==> config.mk <==
export PLATFORM = sky130hd
export DESIGN_NAME = ssr_top
export DESIGN_NICKNAME = d
export VERILOG_FILES = /design/src/rtl/ssr_pkg.sv /design/src/rtl/ssr_sync.sv /design/src/rtl/ssr_frame.sv /design/src/rtl/ssr_bank.sv /design/src/rtl/ssr_top.sv
export SDC_FILE = /design/constraint.sdc
export NUM_CORES = 1
export LEC_CHECK = 0
export BUFFER_PORTS_ARGS = -buffer_cell sky130_fd_sc_hd__buf_2
export CORE_MARGIN = 5
export CORE_UTILIZATION = 50
export DETAILED_ROUTE_END_ITERATION = 10
export GPL_ROUTABILITY_DRIVEN = 1
export PLACE_DENSITY = 0.75
export SLEW_MARGIN = 40
export SYNTH_ARGS = -nofsm -noshare
export SYNTH_HDL_FRONTEND = slang
export SYNTH_SLANG_ARGS = --single-unit
==> constraint.sdc <==
create_clock -name clk -period 1.7 [get_ports clk]
set_clock_uncertainty 0.1 [all_clocks]
set_input_delay 0.425 -clock clk [delete_from_list [all_inputs] [get_ports clk]]
set_output_delay 0.425 -clock clk [all_outputs]
set_load 0.05 [all_outputs]
==> src/rtl/ssr_pkg.sv <==
package ssr_pkg;
    localparam int SEL_W    = 3;
    localparam int VAL_W    = 6;
    localparam int PAY_W    = SEL_W + VAL_W;
    localparam int NUM_FUNC = 1 << SEL_W;

    typedef struct packed {
        logic clk;
        logic dat;
        logic en;
    } lines_t;

    typedef struct packed {
        logic [SEL_W-1:0] sel;
        logic [VAL_W-1:0] val;
    } payload_t;

    typedef enum logic [1:0] {
        ST_IDLE = 2'd0,
        ST_ADDR = 2'd1,
        ST_DATA = 2'd2,
        ST_SKIP = 2'd3
    } frame_state_t;

    function automatic payload_t split_payload(input logic [PAY_W-1:0] raw);
        payload_t p;
        p.sel = raw[PAY_W-1 -: SEL_W];
        p.val = raw[VAL_W-1:0];
        return p;
    endfunction
endpackage

==> src/rtl/ssr_sync.sv <==
module ssr_sync
    import ssr_pkg::*;
#(
    parameter int STAGES = 2
) (
    input  logic   clk,
    input  logic   rst,
    input  lines_t raw_i,
    output lines_t lvl_o,
    output lines_t rise_o,
    output lines_t fall_o
);
    localparam int NLINES = $bits(lines_t);

    logic [NLINES-1:0] raw_v;
    logic [NLINES-1:0] lvl_v;
    logic [NLINES-1:0] prev_v;

    assign raw_v = raw_i;

    for (genvar i = 0; i < NLINES; i++) begin : g_line
        logic [STAGES-1:0] chain;
        always_ff @(posedge clk) begin
            if (rst) begin
                chain     <= '0;
                prev_v[i] <= 1'b0;
            end else begin
                chain     <= {chain[STAGES-2:0], raw_v[i]};
                prev_v[i] <= chain[STAGES-1];
            end
        end
        assign lvl_v[i] = chain[STAGES-1];
    end

    assign lvl_o  = lvl_v;
    assign rise_o = lvl_v & ~prev_v;
    assign fall_o = ~lvl_v & prev_v;
endmodule

==> src/rtl/ssr_frame.sv <==
module ssr_frame
    import ssr_pkg::*;
#(
    parameter int            ADDR_W     = 2,
    parameter logic [ADDR_W-1:0] ADDR_MATCH = 2'b10
) (
    input  logic     clk,
    input  logic     rst,
    input  lines_t   lvl_i,
    input  lines_t   rise_i,
    input  lines_t   fall_i,
    output logic     commit_o,
    output payload_t payload_o,
    output logic     frame_err_o
);
    localparam int AC_W = (ADDR_W > 1) ? $clog2(ADDR_W) : 1;
    localparam int DC_W = $clog2(PAY_W + 1);

    frame_state_t      state;
    logic [ADDR_W-1:0] addr_sh;
    logic [ADDR_W-1:0] addr_next;
    logic [AC_W-1:0]   acnt;
    logic [PAY_W-1:0]  shreg;
    logic [DC_W-1:0]   dcnt;
    logic              take_bit;

    assign take_bit  = rise_i.clk && (state == ST_ADDR || state == ST_DATA)
                       && !fall_i.en && !rise_i.en;
    assign addr_next = {addr_sh[ADDR_W-2:0], lvl_i.dat};

    always_ff @(posedge clk) begin
        if (rst) begin
            state       <= ST_IDLE;
            addr_sh     <= '0;
            acnt        <= '0;
            shreg       <= '0;
            dcnt        <= '0;
            frame_err_o <= 1'b0;
        end else begin
            frame_err_o <= 1'b0;
            if (fall_i.en) begin
                acnt <= '0;
                dcnt <= '0;
                if (lvl_i.clk) begin
                    frame_err_o <= 1'b1;
                    state       <= ST_IDLE;
                end else begin
                    state <= ST_ADDR;
                end
            end else if (rise_i.en) begin
                state <= ST_IDLE;
            end else if (take_bit) begin
                if (state == ST_ADDR) begin
                    addr_sh <= addr_next;
                    if (acnt == AC_W'(ADDR_W - 1))
                        state <= (addr_next == ADDR_MATCH) ? ST_DATA : ST_SKIP;
                    else
                        acnt <= acnt + 1'b1;
                end else begin
                    shreg <= {shreg[PAY_W-2:0], lvl_i.dat};
                    if (dcnt != DC_W'(PAY_W))
                        dcnt <= dcnt + 1'b1;
                end
            end
        end
    end

    assign commit_o  = rise_i.en && (state == ST_DATA) && (dcnt == DC_W'(PAY_W));
    assign payload_o = split_payload(shreg);

    assert_count_bound_R4: assert property (@(posedge clk) disable iff (rst)
        dcnt <= DC_W'(PAY_W));
    assert_no_bit_enable_high_R7: assert property (@(posedge clk) disable iff (rst)
        lvl_i.en |-> !take_bit);
    assert_err_pulse_R8: assert property (@(posedge clk) disable iff (rst)
        frame_err_o |=> !frame_err_o);
endmodule

==> src/rtl/ssr_bank.sv <==
module ssr_bank
    import ssr_pkg::*;
(
    input  logic                      clk,
    input  logic                      rst,
    input  logic                      commit_i,
    input  payload_t                  payload_i,
    output logic [NUM_FUNC*VAL_W-1:0] settings_o,
    output logic                      update_o,
    output logic [SEL_W-1:0]          update_sel_o
);
    for (genvar f = 0; f < NUM_FUNC; f++) begin : g_func
        logic [VAL_W-1:0] reg_q;
        always_ff @(posedge clk) begin
            if (rst)
                reg_q <= '0;
            else if (commit_i && payload_i.sel == SEL_W'(f))
                reg_q <= payload_i.val;
        end
        assign settings_o[f*VAL_W +: VAL_W] = reg_q;
    end

    always_ff @(posedge clk) begin
        if (rst) begin
            update_o     <= 1'b0;
            update_sel_o <= '0;
        end else begin
            update_o <= commit_i;
            if (commit_i)
                update_sel_o <= payload_i.sel;
        end
    end

    assert_strobe_pulse_R9: assert property (@(posedge clk) disable iff (rst)
        update_o |=> !update_o);
endmodule

==> src/rtl/ssr_top.sv <==
module ssr_top
    import ssr_pkg::*;
#(
    parameter int                ADDR_W      = 2,
    parameter logic [ADDR_W-1:0] ADDR_MATCH  = 2'b10,
    parameter int                SYNC_STAGES = 2
) (
    input  logic                      clk,
    input  logic                      rst,
    input  logic                      bus_clk_i,
    input  logic                      bus_dat_i,
    input  logic                      bus_en_i,
    output logic [NUM_FUNC*VAL_W-1:0] settings_o,
    output logic                      update_o,
    output logic [SEL_W-1:0]          update_sel_o,
    output logic                      frame_err_o
);
    lines_t   raw, lvl, rise, fall;
    logic     commit;
    payload_t payload;

    assign raw.clk = bus_clk_i;
    assign raw.dat = bus_dat_i;
    assign raw.en  = bus_en_i;

    ssr_sync #(.STAGES(SYNC_STAGES)) u_sync (
        .clk(clk), .rst(rst), .raw_i(raw),
        .lvl_o(lvl), .rise_o(rise), .fall_o(fall)
    );

    ssr_frame #(.ADDR_W(ADDR_W), .ADDR_MATCH(ADDR_MATCH)) u_frame (
        .clk(clk), .rst(rst), .lvl_i(lvl), .rise_i(rise), .fall_i(fall),
        .commit_o(commit), .payload_o(payload), .frame_err_o(frame_err_o)
    );

    ssr_bank u_bank (
        .clk(clk), .rst(rst), .commit_i(commit), .payload_i(payload),
        .settings_o(settings_o), .update_o(update_o), .update_sel_o(update_sel_o)
    );

    assert_settings_stable_R6: assert property (@(posedge clk) disable iff (rst)
        !rise.en |=> $stable(settings_o));
    assert_no_commit_on_err_R8: assert property (@(posedge clk) disable iff (rst)
        !(frame_err_o && update_o));
endmodule

# ---- Word-level counts from Yosys, hierarchy flattened
# Cells that the tools add are included.
dict set report totals {
  mem_count 0
  regBits 79
  mem_bits_ro 0
  word_cells 79
  latchBits 0
  ramBits 0
}
dict set report op_classes {
  div 0
  n_bitwise 7
  n_shift 0
  order_cmp 0
  n_eq_ne 12
  n_mux 9
  n_addsub 2
  mul 0
  n_reduce_logical 27
}
# operator count
set ops {}
lappend ops {{1-bit logical AND} 13}
lappend ops {{3-bit == test, second input constant} 4}
lappend ops {{4-bit AND reduction} 3}
lappend ops {{2-bit 2-to-1 mux} 5}
lappend ops {{3-bit nonzero test} 3}
lappend ops {{3-bit by 2-bit == test with 1-bit output, second input constant} 2}
lappend ops {{3-bit AND reduction} 2}
lappend ops {{4-bit by 1-bit adder with 4-bit output, second input constant} 1}
lappend ops {{2-bit == test, second input constant} 2}
lappend ops {{4-bit == test, second input constant} 1}
lappend ops {{1-bit 2-to-1 mux} 4}
lappend ops {{4-bit != test, second input constant} 1}
lappend ops {{1-bit inverter} 4}
lappend ops {{2-bit OR reduction} 2}
lappend ops {{3-bit AND} 1}
lappend ops {{3-bit by 1-bit == test with 1-bit output, second input constant} 1}
lappend ops {{3-bit logical NOT} 1}
lappend ops {{3-bit inverter} 1}
lappend ops {{2-bit by 1-bit == test with 1-bit output, second input constant} 1}
lappend ops {{1-bit logical NOT} 2}
lappend ops {{1-bit adder, second input constant} 1}
lappend ops {{1-bit AND} 1}
lappend ops {{1-bit logical OR} 1}

# ---- Logic depth before layout (Yosys ltp)
# Gate-level depths: netlist (run 1).
dict set report depth {
  ltp_word 8
  ltp_mapped 7
}

# ---- Cells and area by module
# A second synthesis (run 1) with hierarchy kept.
dict set report hier_totals {
  hier_cells 317
  area_unflattened_um2 3226.8
}
# mod cells_per_inst area_each_um2 instances
set by_module_without_submodules {}
lappend by_module_without_submodules {ssr_bank 191 2094.5 1}
lappend by_module_without_submodules {ssr_frame 99 835.8 1}
lappend by_module_without_submodules {ssr_sync 27 296.5 1}

# ---- Worst setup path after synthesis (run 1)
# Ideal clock, no wire load.
dict set report synth_path {
  kind {register -> register}
  from {register u_frame.state[0]}
  to {register u_frame.shreg[1], in the netlist u_frame.payload_o[1]}
  path_slack_ns -0.153
  required_time_ns 1.528
  arrival_time_ns 1.682
  path_stages_with_launch 7
  n_path_buf 1
  cell_sequence {dfxtp_1 -> inv_1 -> ha_1 -> or3b_4 -> nor4b_4 -> buf_6 -> mux2i_1}
}
dict set report synth_between {
  elab_chain_len 6
  elab_cells_between_ends 8
  cone_classes {eq/ne (2); bitwise (1); reduce/logical (5)}
}
# element line_no
set synth_rtl {}
lappend synth_rtl {{from (decl)} ssr_frame.sv:19} ;# frame_state_t state;
lappend synth_rtl {{from (signal assigned)} ssr_frame.sv:56} ;# state <= (addr_next == ADDR_MATCH) ? ST_DATA : ST_SKIP;
lappend synth_rtl {{2-bit by 1-bit == test with 1-bit output or 2-bit == test (tied branches)} {ssr_frame.sv:27, ssr_frame.sv:53}}
lappend synth_rtl {{1-bit logical OR} ssr_frame.sv:27} ;# assign take_bit = rise_i.clk && (state == ST_ADDR || state == ST_DATA)
lappend synth_rtl {{1-bit logical AND} ssr_frame.sv:27}
lappend synth_rtl {{1-bit logical AND (2 in series)} ssr_frame.sv:28} ;# && !fall_i.en && !rise_i.en;
lappend synth_rtl {{4-bit AND reduction (no line) (*)} n/a}
lappend synth_rtl {{to (signal assigned)} ssr_frame.sv:60} ;# shreg <= {shreg[PAY_W-2:0], lvl_i.dat};
lappend synth_rtl {{to (decl)} ssr_frame.sv:23} ;# logic [PAY_W-1:0] shreg;
# Every way passes the cells marked *; elsewhere a longest branch is shown, timed or not.
# A chain may end at the register's enable or synchronous reset.

# ---- Worst setup path after layout (run 1)
dict set report layout_path {
  from {register u_frame.state[0]}
  to {register u_frame.shreg[2], in the netlist u_frame.payload_o[2]}
}
# The elaborated chain is that of the path after synthesis.

==> results.yml, run 1 <==
placement:
  dp_hpwl_mm: 5.35
  place_congestion: 0.780
  numPortBuffers: 57
logic_synthesis:
  synth-async-reset-ratio_pct: 0
  ys_ff_latch: 78
  yosysWarnings: 0
  synthTopCellsByCount: "dfxtp_1 (78), a21oi_1 (52), nand3_1 (51), o21ai_0 (51), clkbuf_1 (24)"
  synth_fp_nets: 373
  synth_edf_count: 0
  syn_avg_cell_area_um2: 9.02
  synth_cell_type_count: 40
  synth_top_area_share_pct: 47.8
  synth_xor_area_share_pct: 0
  yosys.area.top_type: "dfxtp_1"
  yosys_most_used_dff: "dfxtp_1"
  mappedNetlistArea_um2: 3270
  ys_seq_area_share_pct: 47.8
  synth_top_family_by_area: "simple AND/OR/NAND/NOR gates"
  yosys.area_share.adder_pct: 2.30
  syn_inst: 362
  synthTopCellsByArea: "dfxtp_1 (48%), a21oi_1 (8.0%), nand3_1 (7.8%)"
  yosys.area_share.simple_pct: 23.2
  synth.area.mux_share_pct: 4.60
  synthMostInstantiatedCell: "dfxtp_1"
  synth_compound_gate_area_share_pct: 16.8
timing:
  maxSlewHeadroom_pct: 66.2
  finalSetupViolations: 12
  min_period_ns: 1.79
  fmax_ghz: 0.557
  period_share_pct: 106
  worst_pin_slew_ns: 0.507
  fin_ws_ns: -0.0949
  finalHoldViolations: 0
  rsz0062_at_grt: "true"
  fin_setup_tns_ns: -0.856
  drv_slew: 0
global_routing:
  grt_pass1_vias: 2699
  antenna_found_initial: 0
  grt_max_degree: 52
  overflow: 0
  grt_usage_pct: 20.0
  grt_pass1_wl_mm: 13.7
floorplan:
  fp.dieArea_um2: 8250
  rows: 29
  core_area_um2: 6350
  ioPinCount: 58
  die_w_um: 90.8
  die_h_um: 90.8
  start_util_pct: 51.4
job:
  drv_cap: 0
power:
  p_leak_nw: 1.60
  p_total_mw: 3.49
  powerDensity_nw_per_um2: 861
  peakVddDrop_mv: 0.689
status:
  violations: "setup timing"
  status: "finished, violations left"
worst_setup_path:
  required_ns: 1.87
  r2r-start: "u_frame.state[0]$_SDFFE_PP0P_"
  crit_type: "flip-flop to flip-flop"
  reg2reg_to: "u_frame.payload_o[2]$_SDFFE_PP0P_"
  cpPeakStageDelay_ns: 0.40
  crit_end: "u_frame.payload_o[2]$_SDFFE_PP0P_"
  crit_chain: "inv_2, ha_4, or3b_4, nor4b_4, buf_4, mux2i_1"
  worstPathMaxFanout: 4
  setup.worst_path.start_class: "flip-flop"
  end_kind: "flip-flop"
  worstPathArrival_ns: 1.96
  ff2ff_setup_slack_ns: -0.09
  startpoint: "u_frame.state[0]$_SDFFE_PP0P_"
  reg2reg_depth: 6
  worst_path_max_delay_cell: "or3b_4"
clock_network:
  root_buffer: "clkbuf_8"
  cts_num_sinks: 78
  worst_skew_pair.late_latency_ns: 0.34
  cts_tree: "built"
  cts_max_level: 3
  cts.clk_slew.worst_paths_ns: 0.08
  clk_path_buf_depth: 2
  cts_made_buffers: 9
route:
  post_drt_wl_per_cell_um: 16.3
  drc: 0
  dr.pass1.iters: 5
  antenna_left: 0
  viasPerCell: 5.74
  totalWireLength_mm: 8.31
  drt-initial-drc-count: 214
  route.vias.total: 2934
cells_and_area:
  final_nets: 440
  layout-drive-gt1-share_pct: 28.8
  area_delta_synth_final_pct: 24.1
  n_antenna_cell: 0
  final_util_pct: 63.8
worst_hold_path:
  hold_class: "input port to flip-flop"
[power breakdown]
| part | switching (mW) | internal (mW) |
|---|---|---|
| logic | 0.0730 | 0.0544 |
| clock network | 0.651 | 0.864 |
| registers | 0.00765 | 1.84 |
[worst min path at each step]
stage                                          from                                    to  slack [ns]  cells after the start
3_5_place_dp   u_sync.g_line[2].chain[0]$_SDFF_PP0_  u_sync.g_line[2].chain[1]$_SDFF_PP0_        0.33                      1
6_report                                  bus_clk_i  u_sync.g_line[2].chain[0]$_SDFF_PP0_        0.19                      2
2_1_floorplan  u_sync.g_line[0].chain[0]$_SDFF_PP0_  u_sync.g_line[0].chain[1]$_SDFF_PP0_        0.31                      1
4_1_cts                                   bus_clk_i  u_sync.g_line[2].chain[0]$_SDFF_PP0_        0.18                      2
5_1_grt                                   bus_clk_i  u_sync.g_line[2].chain[0]$_SDFF_PP0_        0.18                      2
3_3_place_gp   u_sync.g_line[2].chain[0]$_SDFF_PP0_  u_sync.g_line[2].chain[1]$_SDFF_PP0_        0.32                      1
[state kept, by name, indices dropped and copies added (netlist names)]
signal	cells
u_sync.prev_v	2
u_bank.g_func.reg_q	48
u_frame.dcnt	4
u_bank.update_sel_o	3
u_bank.update_o	1
u_frame.addr_sh	1
u_frame.acnt	1
u_frame.payload_o	9
u_frame.frame_err_o	1
u_frame.state	2
u_sync.g_line.chain	6
[layout by cell type, fill, tap and decap left out, types with 3 or more instances in the layout]
| cell type | netlist | layout |
|---|---|---|
| clkbuf_8 | 0 | 10 |
| nor4b_4 | 3 | 3 |
| inv_1 | 8 | 7 |
| ha_1 | 6 | 4 |
| buf_2 | 6 | 57 |
| nor2b_1 | 7 | 7 |
| mux2i_1 | 15 | 15 |
| dfxtp_2 | 0 | 3 |
| o21ai_0 | 51 | 45 |
| or3_1 | 3 | 3 |
| nor2_1 | 3 | 3 |
| buf_4 | 1 | 29 |
| nand4bb_1 | 3 | 3 |
| a21oi_1 | 52 | 51 |
| nand3_1 | 51 | 51 |
| o21ai_1 | 0 | 5 |
| nand2_1 | 18 | 18 |
| dfxtp_1 | 78 | 75 |
[layout make-up]
type / count / area [µm²]
clock buffers: 12 / 145
clock inverters: 4 / 70.1
fillers: 532 / 2300
inverters: 8 / 30.0
multi-input cells: 243 / 1580
flip-flops and latches: 78 / 1570
well taps: 77 / 96.3
repair buffers: 89 / 563
[critical path, delay by kind of cell (launching register included)]
family / cells / cell delay, ns
flip-flops: 1 / 0.34
buffers and inverters: 2 / 0.24
adder cells (fa/ha/maj): 1 / 0.21
AND/OR/NAND/NOR: 2 / 0.64
multiplexers: 1 / 0.19
[metrics by stage]
| step | area (µm²) | std cells | hold slack [ns] | setup slack (ns) |
|---|---|---|---|---|
| 6_report | 4050 | 511 | 0.187 | -0.0949 |
| 3_5_place_dp | 3730 | 491 | 0.326 | -0.193 |
| 5_1_grt | 4050 | 511 | 0.185 | -0.201 |
| 3_3_place_gp | 3730 | 491 | 0.318 | -0.115 |
| 2_1_floorplan | 3270 | 362 | 0.314 | -0.0976 |
| 4_1_cts | 3980 | 508 | 0.178 | -0.135 |
[per-layer routing]
layer	global-route usage, %	up-vias	wire length, µm
met1	25.4	1406	3510
met2	33.1	83	4180
met5	0	-	0
li1	-	1436	-
met4	7.82	0	115
met3	4.25	9	504
[what timing repair did]
action                                  CTS  global route
endpoints found under the setup margin   15            55
gates resized for setup                   6            17
buffers inserted                          1             2
pin swaps                                 2             2
hold buffers                              0             0
gates cloned                              0             1
[kinds of logic (layout without fill, tap and decap cells)]
kind of cell,count (synthesis),in the layout
AOI/OAI and AO/OA,107,107
adders and majority gates,6,6
buffers and inverters,41,113
DFF,78,78
muxes,15,15
and+or+nand+nor,115,115
(Power assumes the default switching activity.)
==> run 2: changes to the inputs <==
==> constraint.sdc (replaced) <==
create_clock -name clk -period 1.7 [get_ports clk]
set_clock_uncertainty 0.1 [all_clocks]
set_input_delay 0.17 -clock clk [delete_from_list [all_inputs] [get_ports clk]]
set_output_delay 0.17 -clock clk [all_outputs]
set_load 0.05 [all_outputs]
==> results.yml, run 2 (synthesized netlist as in run 1, its figures left out) <==
worst_hold_path:
  hold_class: "input port to flip-flop"
  hp-start: "rst"
global_routing:
  grt_pass1_vias: 2720
  grt.busiest_layer: "met2"
  grt_pass1_wl_mm: 13.3
  grt_usage_pct: 19.3
  grt_max_degree: 52
  overflow: 0
  antenna_found_initial: 0
  met3_usage_pct: 3.83
  grt_util_met1_pct: 25.0
  use_met2_pct: 31.1
cells_and_area:
  final-seq-area_um2: 1570
  final_nets: 440
  area_delta_synth_final_pct: 23.5
  final_common_cell: "dfxtp_1"
  multi_input_area_um2: 1570
  regMostFlops: "u_bank.g_func.reg_q"
  fillers: 523
  n_antenna_cell: 0
  design_area_um2: 4030
  layout-drive-gt1-share_pct: 27.9
  mostFrequentLayoutCells: "dfxtp_1 (73), buf_2 (57), a21oi_1 (52), nand3_1 (51), o21ai_0 (49)"
  largest_register_ffs: 48
power:
  p_sw_share_pct: 22.6
  p_leak_nw: 1.58
  power_frac_comb_pct: 4.1
  powerDensity_nw_per_um2: 789
  p_total_mw: 3.18
  clock_power_share_pct: 37.9
  p_int_mw: 2.46
  p_switching_mw: 0.720
  seq_power_share_pct: 58.0
  peakVddDrop_mv: 0.652
route:
  totalWireLength_mm: 8.03
  antenna_left: 0
  dr.pass1.iters: 4
  drc: 0
  route.vias.total: 2898
  post_drt_wl_per_cell_um: 15.7
  viasPerCell: 5.67
  drt-initial-drc-count: 183
floorplan:
  rows: 29
  start_util_pct: 51.4
  die_h_um: 90.8
  fp.dieArea_um2: 8250
  core_area_um2: 6350
  die_w_um: 90.8
  ioPinCount: 58
placement:
  dp_hpwl_mm: 5.12
  place_area_um2: 3730
  place_congestion: 0.777
  numPortBuffers: 57
timing:
  rsz0062_at_grt: "true"
  period_share_pct: 112
  worst_pin_slew_ns: 0.450
  fin_setup_tns_ns: -1.71
  maxSlewHeadroom_pct: 70.0
  drv_slew: 0
  min_period_ns: 1.90
  whs_ns: 0.0362
  fin_ws_ns: -0.198
  finalHoldViolations: 0
  finalSetupViolations: 13
  fmax_ghz: 0.527
clock_network:
  cts_made_buffers: 9
  cts_max_level: 3
  cts_num_sinks: 78
  worst_skew_pair.late_latency_ns: 0.34
  clk_path_buf_depth: 2
  cts_tree: "built"
  root_buffer: "clkbuf_8"
  cts.clk_slew.worst_paths_ns: 0.07
worst_setup_path:
  setup.worst_path.start_class: "flip-flop"
  crit_type: "flip-flop to flip-flop"
  r2r-start: "u_frame.state[0]$_SDFFE_PP0P_"
  worstPathMaxFanout: 4
  worstPathArrival_ns: 2.07
  required_ns: 1.87
  end_kind: "flip-flop"
  startpoint: "u_frame.state[0]$_SDFFE_PP0P_"
job:
  drv_cap: 0
status:
  status: "finished, violations left"
  violations: "setup timing"
-- run 2: changes by cell type in the layout (fill, tap and decap cells not counted), moves of 2 or more --
cell | before | now
buf_4 | 29 | 23
o21ai_0 | 45 | 49
dlygate4sd3_1 | 0 | 3
o21ai_1 | 5 | 2
buf_6 | 0 | 2
bufinv_16 | 2 | 0
dfxtp_1 | 75 | 73
dfxtp_2 | 3 | 5
-- run 2: worst paths after layout --
path,end,slack [ns],cells past startpoint
worst max-delay path,u_frame.payload_o[3]$_SDFFE_PP0P_,-0.20,7
worst min-delay path,u_sync.g_line[2].chain[1]$_SDFF_PP0_,0.04,2
worst min register to register,u_sync.g_line[0].chain[1]$_SDFF_PP0_,0.34,1
worst max register to register,u_frame.payload_o[3]$_SDFFE_PP0P_,-0.20,7
-- run 2: repair_timing --
item,CTS,global route
hold buffers,3,0
pin swaps,0,3
hold endpoints to repair,3,0
resized for setup,7,12
gates cloned,1,1
setup endpoints to repair,14,44
setup buffers,2,1
-- run 2: metal layers --
layer / vias up / share of wire, %
met2: 85 / 47
met1: 1365 / 43
met3: 16 / 7.2
li1: 1432 / -
met4: 0 / 2.4
met5: - / 0
-- run 2: layout make-up --
type | instances | area share [%]
flip-flops and latches | 78 | 38.9
clock inverters | 4 | 0.558
inverters | 8 | 0.745
well taps | 77 | 2.39
repair buffers | 89 | 14.9
clock buffers | 12 | 3.60
multi-input cells | 243 | 38.9
-- run 2: per-stage QoR --
step / utilization (%) / std cells / worst slack [ns]
after global placement: 58.8 / 488 / -0.122
after floorplan: - / 362 / -0.0976
after CTS: 63.1 / 510 / -0.187
after detailed placement: 58.8 / 488 / -0.171
final: 63.5 / 511 / -0.198
after global routing: 63.5 / 511 / -0.296
-- run 2: power by group through the flow --
stage	sequential (mW)	combinational [mW]	clock, mW
2_1_floorplan	1.89	0.0757	0
3_3_place_gp	1.89	0.111	0
3_5_place_dp	1.89	0.114	0
4_1_cts	1.85	0.132	1.23
5_1_grt	1.85	0.144	1.31
6_report	1.85	0.131	1.21
-- run 2: worst max-delay path: stages (launching register included) --
cell       delay [ns]
dfxtp_2          0.33
inv_2            0.04
ha_4             0.21
or3b_4           0.40
nor4b_4          0.28
buf_4            0.16
clkbuf_16        0.13
mux2i_1          0.17
